<file path="config.mk">
export PLATFORM = sky130hd
export DESIGN_NAME = uart_csr_unit
export DESIGN_NICKNAME = d
export VERILOG_FILES = /design/src/rtl/sio_pkg.sv /design/src/rtl/sio_rx_fifo.sv /design/src/rtl/sio_tx_hold.sv /design/src/rtl/uart_csr_unit.sv
export SDC_FILE = /design/constraint.sdc
export NUM_CORES = 1
export LEC_CHECK = 0
export BUFFER_PORTS_ARGS = -buffer_cell sky130_fd_sc_hd__buf_2
export CAP_MARGIN = 20
export CORE_ASPECT_RATIO = 0.8
export CORE_MARGIN = 2
export CORE_UTILIZATION = 25
export CTS_CLUSTER_SIZE = 40
export DETAILED_ROUTE_END_ITERATION = 8
export PLACE_DENSITY = 0.48
export SLEW_MARGIN = 25
export SYNTH_ARGS = -nofsm -noshare
export SYNTH_HDL_FRONTEND = slang
export SYNTH_SLANG_ARGS = --single-unit
</file>
<file path="constraint.sdc">
create_clock -name clk -period 4.95 [get_ports clk]
set_input_delay 0.99 -clock clk [delete_from_list [all_inputs] [get_ports clk]]
set_output_delay 0.99 -clock clk [all_outputs]
set_load 0.03 [all_outputs]
</file>
<file path="src/rtl/sio_pkg.sv">
package sio_pkg;
  typedef enum logic [2:0] {
    SLOT_ID0  = 3'd0,
    SLOT_ID1  = 3'd1,
    SLOT_ID2  = 3'd2,
    SLOT_ID3  = 3'd3,
    SLOT_DATA = 3'd4,
    SLOT_STAT = 3'd5,
    SLOT_DIVL = 3'd6,
    SLOT_DIVH = 3'd7
  } slot_e;

  localparam int ST_FERR  = 0;
  localparam int ST_OVR   = 1;
  localparam int ST_RXIE  = 2;
  localparam int ST_FULL  = 3;
  localparam int ST_ONE   = 4;
  localparam int ST_EMPTY = 5;
  localparam int ST_TXIE  = 6;
  localparam int ST_TXE   = 7;
endpackage

</file>
<file path="src/rtl/sio_rx_fifo.sv">
module sio_rx_fifo #(
  parameter int DEPTH = 4,
  parameter int DW    = 8,
  localparam int PW   = (DEPTH > 1) ? $clog2(DEPTH) : 1,
  localparam int CW   = $clog2(DEPTH + 1)
) (
  input  logic          clk,
  input  logic          rst_n,
  input  logic          push,
  input  logic          pop,
  input  logic [DW-1:0] din,
  output logic [DW-1:0] head,
  output logic [CW-1:0] count
);
  logic [DW-1:0] mem [DEPTH];
  logic [PW-1:0] wr_ptr, rd_ptr;

  function automatic logic [PW-1:0] bump(input logic [PW-1:0] p);
    return (p == PW'(DEPTH - 1)) ? '0 : p + 1'b1;
  endfunction

  for (genvar i = 0; i < DEPTH; i++) begin : g_slot
    always_ff @(posedge clk) begin
      if (push && wr_ptr == PW'(i)) mem[i] <= din;
    end
  end

  assign head = mem[rd_ptr];

  always_ff @(posedge clk or negedge rst_n) begin
    if (!rst_n) begin
      wr_ptr <= '0;
      rd_ptr <= '0;
      count  <= '0;
    end else begin
      if (push) wr_ptr <= bump(wr_ptr);
      if (pop)  rd_ptr <= bump(rd_ptr);
      if (push && !pop)      count <= count + 1'b1;
      else if (pop && !push) count <= count - 1'b1;
    end
  end
endmodule

</file>
<file path="src/rtl/sio_tx_hold.sv">
module sio_tx_hold #(
  parameter int DW = 8
) (
  input  logic          clk,
  input  logic          rst_n,
  input  logic          load,
  input  logic [DW-1:0] din,
  input  logic          tx_ready,
  output logic          tx_valid,
  output logic [DW-1:0] tx_data
);
  logic          full_q;
  logic [DW-1:0] byte_q;

  assign tx_valid = full_q;
  assign tx_data  = byte_q;

  always_ff @(posedge clk or negedge rst_n) begin
    if (!rst_n) begin
      full_q <= 1'b0;
      byte_q <= '0;
    end else if (!full_q) begin
      if (load) begin
        full_q <= 1'b1;
        byte_q <= din;
      end
    end else if (tx_ready) begin
      full_q <= 1'b0;
    end
  end
endmodule

</file>
<file path="src/rtl/uart_csr_unit.sv">
module uart_csr_unit
  import sio_pkg::*;
#(
  parameter int          DEPTH   = 4,
  parameter int          ADDR_W  = 5,
  parameter logic [31:0] ID_WORD = 32'h5A_01_C3_17,
  localparam int         DW      = 8,
  localparam int         DIV_W   = 2 * DW,
  localparam int         CW      = $clog2(DEPTH + 1)
) (
  input  logic              clk,
  input  logic              rst_n,
  input  logic              bus_sel,
  input  logic              bus_wr,
  input  logic [ADDR_W-1:0] bus_addr,
  input  logic [DW-1:0]     bus_wdata,
  output logic [DW-1:0]     bus_rdata,
  input  logic              rx_valid,
  output logic              rx_ready,
  input  logic [DW-1:0]     rx_data,
  input  logic              rx_frame_err,
  output logic              tx_valid,
  input  logic              tx_ready,
  output logic [DW-1:0]     tx_data,
  output logic              irq,
  output logic [DIV_W-1:0]  baud_div
);
  slot_e         slot;
  logic          hi_zero;
  logic          wr_data, wr_stat, wr_divl, wr_divh, rd_data;
  logic [DW-1:0] rxq_head, last_rd, div_lo, div_hi;
  logic [CW-1:0] rxq_count;
  logic          rxq_empty, rxq_full, rxq_one;
  logic          push, pop;
  logic          ferr_q, ovr_q, rx_ie_q, tx_ie_q;
  logic [DW-1:0] status;

  if (ADDR_W > 5) begin : g_hi
    assign hi_zero = ~|bus_addr[ADDR_W-1:5];
  end else begin : g_nohi
    assign hi_zero = 1'b1;
  end

  assign slot    = slot_e'(bus_addr[4:2]);
  assign wr_data = bus_sel && bus_wr && hi_zero && slot == SLOT_DATA;
  assign wr_stat = bus_sel && bus_wr && hi_zero && slot == SLOT_STAT;
  assign wr_divl = bus_sel && bus_wr && hi_zero && slot == SLOT_DIVL;
  assign wr_divh = bus_sel && bus_wr && hi_zero && slot == SLOT_DIVH;
  assign rd_data = bus_sel && !bus_wr && hi_zero && slot == SLOT_DATA;

  assign rxq_empty = rxq_count == '0;
  assign rxq_full  = rxq_count == CW'(DEPTH);
  assign rxq_one   = rxq_count == CW'(DEPTH - 1);
  assign rx_ready  = 1'b1;
  assign push      = rx_valid && !rxq_full;
  assign pop       = rd_data && !rxq_empty;

  sio_rx_fifo #(.DEPTH(DEPTH), .DW(DW)) u_rxq (
    .clk(clk), .rst_n(rst_n), .push(push), .pop(pop),
    .din(rx_data), .head(rxq_head), .count(rxq_count)
  );

  sio_tx_hold #(.DW(DW)) u_txh (
    .clk(clk), .rst_n(rst_n), .load(wr_data), .din(bus_wdata),
    .tx_ready(tx_ready), .tx_valid(tx_valid), .tx_data(tx_data)
  );

  always_ff @(posedge clk or negedge rst_n) begin
    if (!rst_n) begin
      ferr_q  <= 1'b0;
      ovr_q   <= 1'b0;
      rx_ie_q <= 1'b0;
      tx_ie_q <= 1'b0;
      last_rd <= '0;
      div_lo  <= '0;
      div_hi  <= '0;
    end else begin
      ferr_q <= (rx_valid && rx_frame_err) ||
                (ferr_q && !(wr_stat && !bus_wdata[ST_FERR]));
      ovr_q  <= (rx_valid && rxq_full) ||
                (ovr_q && !(wr_stat && !bus_wdata[ST_OVR]));
      if (wr_stat) begin
        rx_ie_q <= bus_wdata[ST_RXIE];
        tx_ie_q <= bus_wdata[ST_TXIE];
      end
      if (pop)     last_rd <= rxq_head;
      if (wr_divl) div_lo  <= bus_wdata;
      if (wr_divh) div_hi  <= bus_wdata;
    end
  end

  always_comb begin
    status           = '0;
    status[ST_FERR]  = ferr_q;
    status[ST_OVR]   = ovr_q;
    status[ST_RXIE]  = rx_ie_q;
    status[ST_FULL]  = rxq_full;
    status[ST_ONE]   = rxq_one;
    status[ST_EMPTY] = rxq_empty;
    status[ST_TXIE]  = tx_ie_q;
    status[ST_TXE]   = !tx_valid;
  end

  always_comb begin
    bus_rdata = '0;
    if (hi_zero) begin
      unique case (slot)
        SLOT_ID0:  bus_rdata = ID_WORD[7:0];
        SLOT_ID1:  bus_rdata = ID_WORD[15:8];
        SLOT_ID2:  bus_rdata = ID_WORD[23:16];
        SLOT_ID3:  bus_rdata = ID_WORD[31:24];
        SLOT_DATA: bus_rdata = rxq_empty ? last_rd : rxq_head;
        SLOT_STAT: bus_rdata = status;
        SLOT_DIVL: bus_rdata = div_lo;
        SLOT_DIVH: bus_rdata = div_hi;
        default:   bus_rdata = '0;
      endcase
    end
  end

  assign irq      = (rx_ie_q && (!rxq_empty || ferr_q || ovr_q)) ||
                    (tx_ie_q && !tx_valid);
  assign baud_div = {div_hi, div_lo};
endmodule

</file>
==> results of run 1 <==
-- power by group --
part / internal, mW / switching (mW) / total [mW] / leakage [nW]
Combinational: 0.302 / 0.354 / 0.656 / 0.812
Sequential: 0.832 / 0.136 / 0.968 / 0.827
Clock: 0.509 / 0.249 / 0.758 / 0.170
-- worst min-delay path by stage --
stage / cells after the start / endpoint / startpoint
2_1_floorplan: 1 / last_rd[2]$_DFFE_PN0P_ / last_rd[2]$_DFFE_PN0P_
3_3_place_gp: 1 / u_txh.tx_data[6]$_DFFE_PN0P_ / u_txh.tx_data[6]$_DFFE_PN0P_
3_5_place_dp: 1 / u_txh.tx_data[6]$_DFFE_PN0P_ / u_txh.tx_data[6]$_DFFE_PN0P_
4_1_cts: 1 / u_txh.tx_data[6]$_DFFE_PN0P_ / u_txh.tx_data[6]$_DFFE_PN0P_
5_1_grt: 1 / u_txh.tx_data[5]$_DFFE_PN0P_ / u_txh.tx_data[5]$_DFFE_PN0P_
6_report: 1 / u_txh.tx_data[6]$_DFFE_PN0P_ / u_txh.tx_data[6]$_DFFE_PN0P_
-- layout make-up --
type	count	area [sq um]
flip-flops and latches	76	2060
clock inverters	5	108
fillers	1416	9350
clock buffers	11	243
well taps	180	225
repair buffers	59	298
inverters	5	18.8
multi-input cells	142	1390
-- registers in the layout, summed over array words and instances, names as in the netlist --
signal          count
u_rxq.mem          32
div_hi              8
div_lo              8
last_rd             8
u_txh.tx_data       8
u_rxq.count         3
u_rxq.rd_ptr        2
u_rxq.wr_ptr        2
ferr_q              1
ovr_q               1
rx_ie_q             1
tx_ie_q             1
u_txh.tx_valid      1
-- cell usage after synthesis (5+ instances only) --
cell type / instances / area, sq um
and2_1: 7 / 43.8
dfrtp_1: 44 / 1100
edfxtp_1: 32 / 961
ha_1: 6 / 75.1
inv_1: 5 / 18.8
mux2_2: 32 / 360
mux2_4: 9 / 135
mux4_2: 9 / 203
nand2_1: 6 / 22.5
nand3_1: 14 / 70.1
nor2_1: 5 / 18.8
o21ai_0: 5 / 25.0
-- placed cells by master, fill, tap and decap left out, drive strengths merged, types with 3 or more instances in the layout --
master,instances
and2,7
and3b,3
buf,59
bufinv,3
clkbuf,11
dfrtp,44
edfxtp,32
ha,6
inv,6
mux2,41
mux4,9
nand2,6
nand3,14
nor2,7
nor2b,4
o21ai,5
or3,3
-- logic make-up after synthesis --
logic type      Yosys count  share of synthesized area [%]
fa+ha+maj                 7                           2.69
simple gates             57                           10.9
flops                    76                           58.3
mux                      51                           20.0
xor+xnor                  3                          0.743
compound gates           23                           4.81
buf+inv                  15                           2.48
other cells               1                          0.106
-- per-layer routing --
layer / track usage [%] / part of all wire (%) / wire, microns
met5: 0 / 0 / 0
met4: 4.20 / 1.3 / 110
met3: 4.34 / 5.9 / 485
met2: 17.1 / 45 / 3690
met1: 15.9 / 48 / 3990
-- stage by stage --
| stage | cell area (sq um) | instances |
|---|---|---|
| after detailed placement | 3990 | 462 |
| after global placement | 3990 | 462 |
| after global routing | 4340 | 478 |
| after CTS | 4340 | 478 |
| final | 4340 | 478 |
| after floorplan | 3540 | 233 |
==> out/metrics.yaml, run 1 <==
sta:
  whs_ps: 496
  slew_violations: 0
  setup_viol_count_final: 0
  fin_ws_ps: 1390
  rsz0062_at_grt: "false"
  post-route-period-util_pct: 71.9
  tightest_slew_ps: 703
  finClkSkew_ps: 5.93
  hold_viol: 0
  relSlewSlack_pct: 53.0
  finalSetupTns_ps: 0
  min_period_ps: 3560
  max_freq_mhz: 281
critical_path:
  cp-end-kind: "primary output"
  r2r_setup_slack_ps: 2390
  slowest_delay_ps: 650
  worstPathRequired_ps: 3960
  worstReg2RegStart: "u_rxq.count[0]$_DFFE_PN0P_"
  arrival_ps: 2570
  r2r_end: "u_rxq.count[2]$_DFFE_PN0P_"
  critPathLaunchType: "primary input"
  startpoint: "bus_addr[4]"
  cp-endpoint: "bus_rdata[3]"
  cp_cell_sequence: "buf_2 > nor4b_2 > a32oi_1 > o211ai_1 > buf_2"
  path_class: "primary input to primary output"
  cp_num_buf_inv: 2
  cp.depth: 5
  crit_slowest_cell: "nor4b_2"
  critPathTopFamily: "simple AND/OR/NAND/NOR gates"
  worstPathMaxFanout: 17
  crit_top_cell: "buf_2"
  reg2reg_depth: 8
floorplanning:
  ios: 63
  die_y_microns: 110
  coreArea_sq_mm: 0.0137
  start_util_pct: 25.8
  dieArea_sq_mm: 0.0151
  die_w_microns: 137
  fp-row-count: 38
global_route:
  grt_pass1_vias: 2095
  grt_pass1_wl_microns: 12400
  antenna_found_initial: 0
  grt_max_degree: 45
  grt_usage_pct: 11.7
  grt.overflow.total: 0
yosys:
  synth_cell_types: 49
  synthCells: 233
  synth.avg_cell_area_sq_um: 15.2
  synth_warnings: 0
  async_flop_share_pct: 57.9
  syn_nets: 268
  synth_area_sq_mm: 0.00354
  yosysSeqAreaShare_pct: 58.3
  synth_edf_count: 32
  ys_seq_elements: 76
  synth_flop_cell: "dfrtp_1"
clock_network:
  post_cts_buffers: 0
  cts_buffer_depth: 2
  htreeDepth: 3
  insertion_delay_ps: 330
  cts_buffers: 9
  root_buffer: "clkbuf_16"
  holdBufCountCts: 0
  cts_tree: "yes"
  clock-sinks: 76
  clk_pin_slew_ps: 50
  cts-resized-gates: 0
run:
  drv_cap: 0
drt:
  drc: 0
  wl_per_cell_microns: 17.3
  wl_microns: 8280
  detail_route.iter0.violations: 97
  viasPerCell: 4.44
  antenna_left: 0
  num_vias: 2124
  first_pass_iters: 4
place:
  portBuffers: 59
  gp_congestion: 0.737
  place_ws_ps: 1380
  hpwl_microns: 5930
power_and_ir_drop:
  finalPower_mw: 2.38
  powerDensity_mw_per_mm2: 549
  p_leak_nw: 1.81
  vdd.ir_drop.worst_mv: 0.176
final_layout:
  nets: 328
  finalCoreUtilization_pct: 31.7
  drive_above_1_share_pct: 44.6
  antenna_cells: 0
  syn_to_final_growth_pct: 22.7
worst_hold_path:
  hold_path.class: "flip-flop to flip-flop"
status:
  outcome: "finished clean"
No activity file was read; power rests on OpenSTA's default activity.
==> run 2: changes to the inputs <==
Clock period 4.95 ns to 3.45 ns, I/O delays scaled along.
==> run 2 against run 1 <==
Via count is 1.2% higher. Global-route usage up 0.34 points. Combinational power rose by 44%. Die area stayed put. Critical path type is now flip-flop to primary output. Largest power group unchanged.
==> out/metrics.yaml, run 2 (synthesized netlist as in run 1, its figures left out) <==
drt:
  wl_microns: 8250
  antenna_left: 0
  wl_per_cell_microns: 17.2
  drc: 0
  num_vias: 2149
  first_pass_iters: 4
  detail_route.iter0.violations: 163
  viasPerCell: 4.48
sta:
  fin_ws_ps: 400
  slew_violations: 0
  post-route-period-util_pct: 88.4
  tightest_slew_ps: 620
  finClkSkew_ps: 8.47
  relSlewSlack_pct: 58.6
  whs_ps: 363
  setup_viol_count_final: 0
  min_period_ps: 3050
  finalSetupTns_ps: 0
  rsz0062_at_grt: "false"
  max_freq_mhz: 328
  hold_viol: 0
final_layout:
  seqCellArea_sq_mm: 0.00206
  top_register: "u_rxq.mem"
  syn_to_final_growth_pct: 21.3
  antenna_cells: 0
  fillCellCount: 1395
  multi_input_area_sq_mm: 0.00139
  drive_above_1_share_pct: 44.3
  nets: 330
  largest_reg_flops: 32
  layout_commonest_cell: "buf_2"
  final_cell_mix: "58 x buf_2, 44 x dfrtp_1, 32 x mux2_2, 32 x edfxtp_1, 14 x nand3_1"
critical_path:
  critPathLaunchType: "flip-flop"
  cp_num_buf_inv: 1
  arrival_ps: 2360
  cp-end-kind: "primary output"
  r2r_setup_slack_ps: 1180
  worstPathMaxFanout: 11
  crit_slowest_cell: "dfrtp_1"
  reg2reg_depth: 8
  slowest_delay_ps: 730
  path_class: "flip-flop to primary output"
  cp.depth: 4
  critPathTopFamily: "flip-flops"
  worstPathRequired_ps: 2760
  cp_cell_sequence: "mux4_2 > nand3b_1 > a32o_1 > buf_2"
place:
  place_ws_ps: 663
  portBuffers: 59
  gp_congestion: 0.736
  hpwl_microns: 5840
run:
  drv_cap: 0
clock_network:
  cts_buffer_depth: 2
  cts_tree: "yes"
  insertion_delay_ps: 340
  holdBufCountCts: 0
  clock-sinks: 76
  post_cts_buffers: 0
  cts_buffers: 9
  root_buffer: "clkbuf_16"
  cts-resized-gates: 0
  clk_pin_slew_ps: 60
  htreeDepth: 3
floorplanning:
  ios: 63
  dieArea_sq_mm: 0.0151
  start_util_pct: 25.8
  die_w_microns: 137
  coreArea_sq_mm: 0.0137
  fp-row-count: 38
  die_y_microns: 110
status:
  outcome: "finished clean"
power_and_ir_drop:
  p_leak_nw: 1.79
  powerDensity_mw_per_mm2: 758
  vdd.ir_drop.worst_mv: 0.276
global_route:
  antenna_found_initial: 0
  grt_usage_pct: 12.0
  grt_max_degree: 45
  grt_pass1_wl_microns: 12900
  grt.overflow.total: 0
  grt_pass1_vias: 2146
worst_hold_path:
  hold_path.class: "primary input to async pin"
-- run 2: cell types whose count changed in the layout (fill, tap and decap cells not counted), sizes merged --
cell / before / now
inv: 6 / 5
clkinvlp: 0 / 1
clkbuf: 11 / 10
bufinv: 3 / 1
buf: 59 / 61
clkinv: 1 / 4
-- run 2: worst paths after layout --
| check | end | from |
|---|---|---|
| worst max-delay path | bus_rdata[2] | u_rxq.rd_ptr[0]$_DFFE_PN0P_ |
| worst min-delay path | last_rd[5]$_DFFE_PN0P_ | rst_n |
| worst max register to register | u_rxq.count[2]$_DFFE_PN0P_ | u_rxq.count[1]$_DFFE_PN0P_ |
| worst min register to register | u_txh.tx_data[5]$_DFFE_PN0P_ | u_txh.tx_data[5]$_DFFE_PN0P_ |
| max in group asynchronous | u_txh.tx_data[5]$_DFFE_PN0P_ | rst_n |
| min in group clk | u_txh.tx_data[5]$_DFFE_PN0P_ | u_txh.tx_data[5]$_DFFE_PN0P_ |
-- run 2: worst register-to-register path: stages (launching register included) --
cell	delay [ps]
dfrtp_1	450
or3_4	500
nand4b_2	180
ha_1	210
inv_1	60
fa_1	370
xor2_1	150
nor2_1	120
xor2_1	170
-- run 2: area by class of cell --
type / instances / share of cell area [%]
flip-flops and latches: 76 / 48.1
clock inverters: 6 / 1.28
clock buffers: 10 / 5.34
inverters: 5 / 0.437
repair buffers: 61 / 7.29
multi-input cells: 142 / 32.3
well taps: 180 / 5.25
-- run 2: stage by stage --
step                std cells  total power, mW  utilization (%)  instance area (sq um)
floorplan                 233             2.09                -                   3540
global placement          464             2.35             29.2                   4000
detailed placement        464             2.37             29.3                   4010
CTS                       480             3.30             31.3                   4290
global route              480             3.45             31.3                   4290
finish                    480             3.25             31.3                   4290
-- run 2: metal layers --
layer,GRT usage [%],part of all wire (%),up-vias
met5,0,0,-
met4,5.30,1.7,0
met3,3.52,5.3,11
met2,16.7,43,49
met1,17.3,50,1079
li1,-,-,1010
-- run 2: report_power, final --
| group | switching [mW] | internal, mW | leakage (nW) |
|---|---|---|---|
| clock | 0.361 | 0.552 | 0.137 |
| sequential | 0.196 | 1.19 | 0.827 |
| combinational | 0.511 | 0.436 | 0.822 |
==> run 3: changes to the inputs <==
Settings changed: CORE_MARGIN 2 to 1.5, GPL_ROUTABILITY_DRIVEN set to 0.
==> run 3 against run 2 <==
Die area decreased by 1.6%. Routed wire length decreased by 1.9%. Non-clock buffer count unchanged. Fmax increased by 1.5%. Sequential share of layout area decreased by 0.28 points. Critical endpoint is now bus_rdata[7]. Largest cell class unchanged. Clock-buffer cell count increased by 1. Critical path type unchanged. Design area increased by 0.58%. Combinational power about the same. Register-to-register slack improved by 50 ps. Worst setup slack improved by 44 ps. Total power increased by 2.1%.
==> out/metrics.yaml, run 3 (synthesized netlist as in run 1, its figures left out) <==
status:
  outcome: "finished clean"
drt:
  wl_per_cell_microns: 16.9
  viasPerCell: 4.50
  num_vias: 2160
  antenna_left: 0
  detail_route.iter0.violations: 95
  wl_microns: 8090
  drc: 0
  first_pass_iters: 4
clock_network:
  post_cts_buffers: 0
  htreeDepth: 3
  clock-sinks: 76
  cts_buffers: 9
  insertion_delay_ps: 340
  cts_tree: "yes"
  holdBufCountCts: 0
  cts_buffer_depth: 2
  root_buffer: "clkbuf_16"
  cts-resized-gates: 0
  clk_pin_slew_ps: 60
power_and_ir_drop:
  switching_share_pct: 31.9
  vdd.ir_drop.worst_mv: 0.238
  p_clk_share_pct: 29.7
  p_comb_share_pct: 28.4
  intPower_mw: 2.26
  finalPower_mw: 3.32
  p_leak_nw: 1.80
  p_switching_mw: 1.06
  p_seq_share_pct: 41.9
  powerDensity_mw_per_mm2: 770
sta:
  post-route-period-util_pct: 87.1
  relSlewSlack_pct: 60.2
  rsz0062_at_grt: "false"
  slew_violations: 0
  min_period_ps: 3010
  finalSetupTns_ps: 0
  hold_viol: 0
  tightest_slew_ps: 597
  setup_viol_count_final: 0
  max_freq_mhz: 333
  finClkSkew_ps: 3.73
final_layout:
  final_cell_mix: "58 x buf_2, 44 x dfrtp_1, 32 x mux2_2, 32 x edfxtp_1, 14 x nand3_1"
  antenna_cells: 0
  syn_to_final_growth_pct: 22.0
  layout_commonest_cell: "buf_2"
  nets: 330
  finalCoreUtilization_pct: 31.5
  drive_above_1_share_pct: 44.3
  largest_reg_flops: 32
  fin_area_sq_mm: 0.00432
  stdcell_count: 480
  fillCellCount: 1406
  top_register: "u_rxq.mem"
global_route:
  antenna_found_initial: 0
  grt_pass1_vias: 2222
  grt_max_degree: 45
  grt_pass1_wl_microns: 12700
  grt_usage_pct: 12.0
  grt.overflow.total: 0
critical_path:
  worstPathRequired_ps: 2760
  arrival_ps: 2320
  critPathLaunchType: "flip-flop"
  worstPathMaxFanout: 11
  reg2reg_depth: 8
  r2r_setup_slack_ps: 1230
  cp-end-kind: "primary output"
  startpoint: "u_rxq.rd_ptr[0]$_DFFE_PN0P_"
  worstReg2RegStart: "u_rxq.count[1]$_DFFE_PN0P_"
  path_class: "flip-flop to primary output"
  r2r_end: "u_rxq.count[2]$_DFFE_PN0P_"
floorplanning:
  dieArea_sq_mm: 0.0149
  ios: 63
  start_util_pct: 25.8
  die_w_microns: 136
  coreArea_sq_mm: 0.0137
  fp-row-count: 38
  die_y_microns: 109
worst_hold_path:
  hold_path.class: "primary input to async pin"
place:
  dp_cells: 464
  portBuffers: 59
  placed_cell_area_sq_mm: 0.00401
  hpwl_microns: 5740
run:
  drv_cap: 0
## run 3: cell count changes in the layout (fill, tap and decap cells not counted)
cell       before  now
clkinv_2        2    1
clkbuf_1        1    2
clkinv_1        2    1
bufinv_16       1    2
## run 3: power groups by stage
stage | sequential (mW) | clock (mW) | combinational, mW
2_1_floorplan | 1.46 | 0 | 0.629
3_3_place_gp | 1.40 | 0 | 0.952
3_5_place_dp | 1.41 | 0 | 0.969
4_1_cts | 1.39 | 1.02 | 0.971
5_1_grt | 1.43 | 1.06 | 1.04
6_report | 1.39 | 0.987 | 0.944
## run 3: stage by stage
stage	setup slack, ps	hold WS [ps]
finish	444	357
global route	283	403
CTS	364	377
detailed placement	676	491
global placement	672	483
floorplan	933	394
## run 3: worst max path at each step
stage,endpoint,slack [ps],cells after the start
after floorplan,u_rxq.count[1]$_DFFE_PN0P_,930,8
after global placement,bus_rdata[2],670,5
after detailed placement,bus_rdata[2],680,5
after CTS,bus_rdata[7],360,4
after global routing,bus_rdata[7],280,4
final,bus_rdata[7],440,4
## run 3: worst max-delay path, stage by stage (launching register included)
cell	delay, ps
dfrtp_1	710
mux4_2	600
and3_1	200
a311o_1	280
buf_2	180
## run 3: area by class of cell
cell class | instances | area [sq um] | area share [%]
Sequential cell | 76 | 2060 | 47.8
Timing Repair Buffer | 61 | 313 | 7.25
Inverter | 5 | 18.8 | 0.435
Multi-Input combinational cell | 142 | 1390 | 32.2
Tap cell | 180 | 225 | 5.22
Clock buffer | 11 | 233 | 5.39
Clock inverter | 5 | 76.3 | 1.77
## run 3: layer usage
metal | up-vias | GRT usage (%) | part of all wire, %
li1 | 1002 | - | -
met4 | 0 | 5.02 | 1.9
met1 | 1104 | 16.4 | 48
met3 | 11 | 4.61 | 5.1
met5 | - | 0 | 0
met2 | 43 | 17.0 | 45
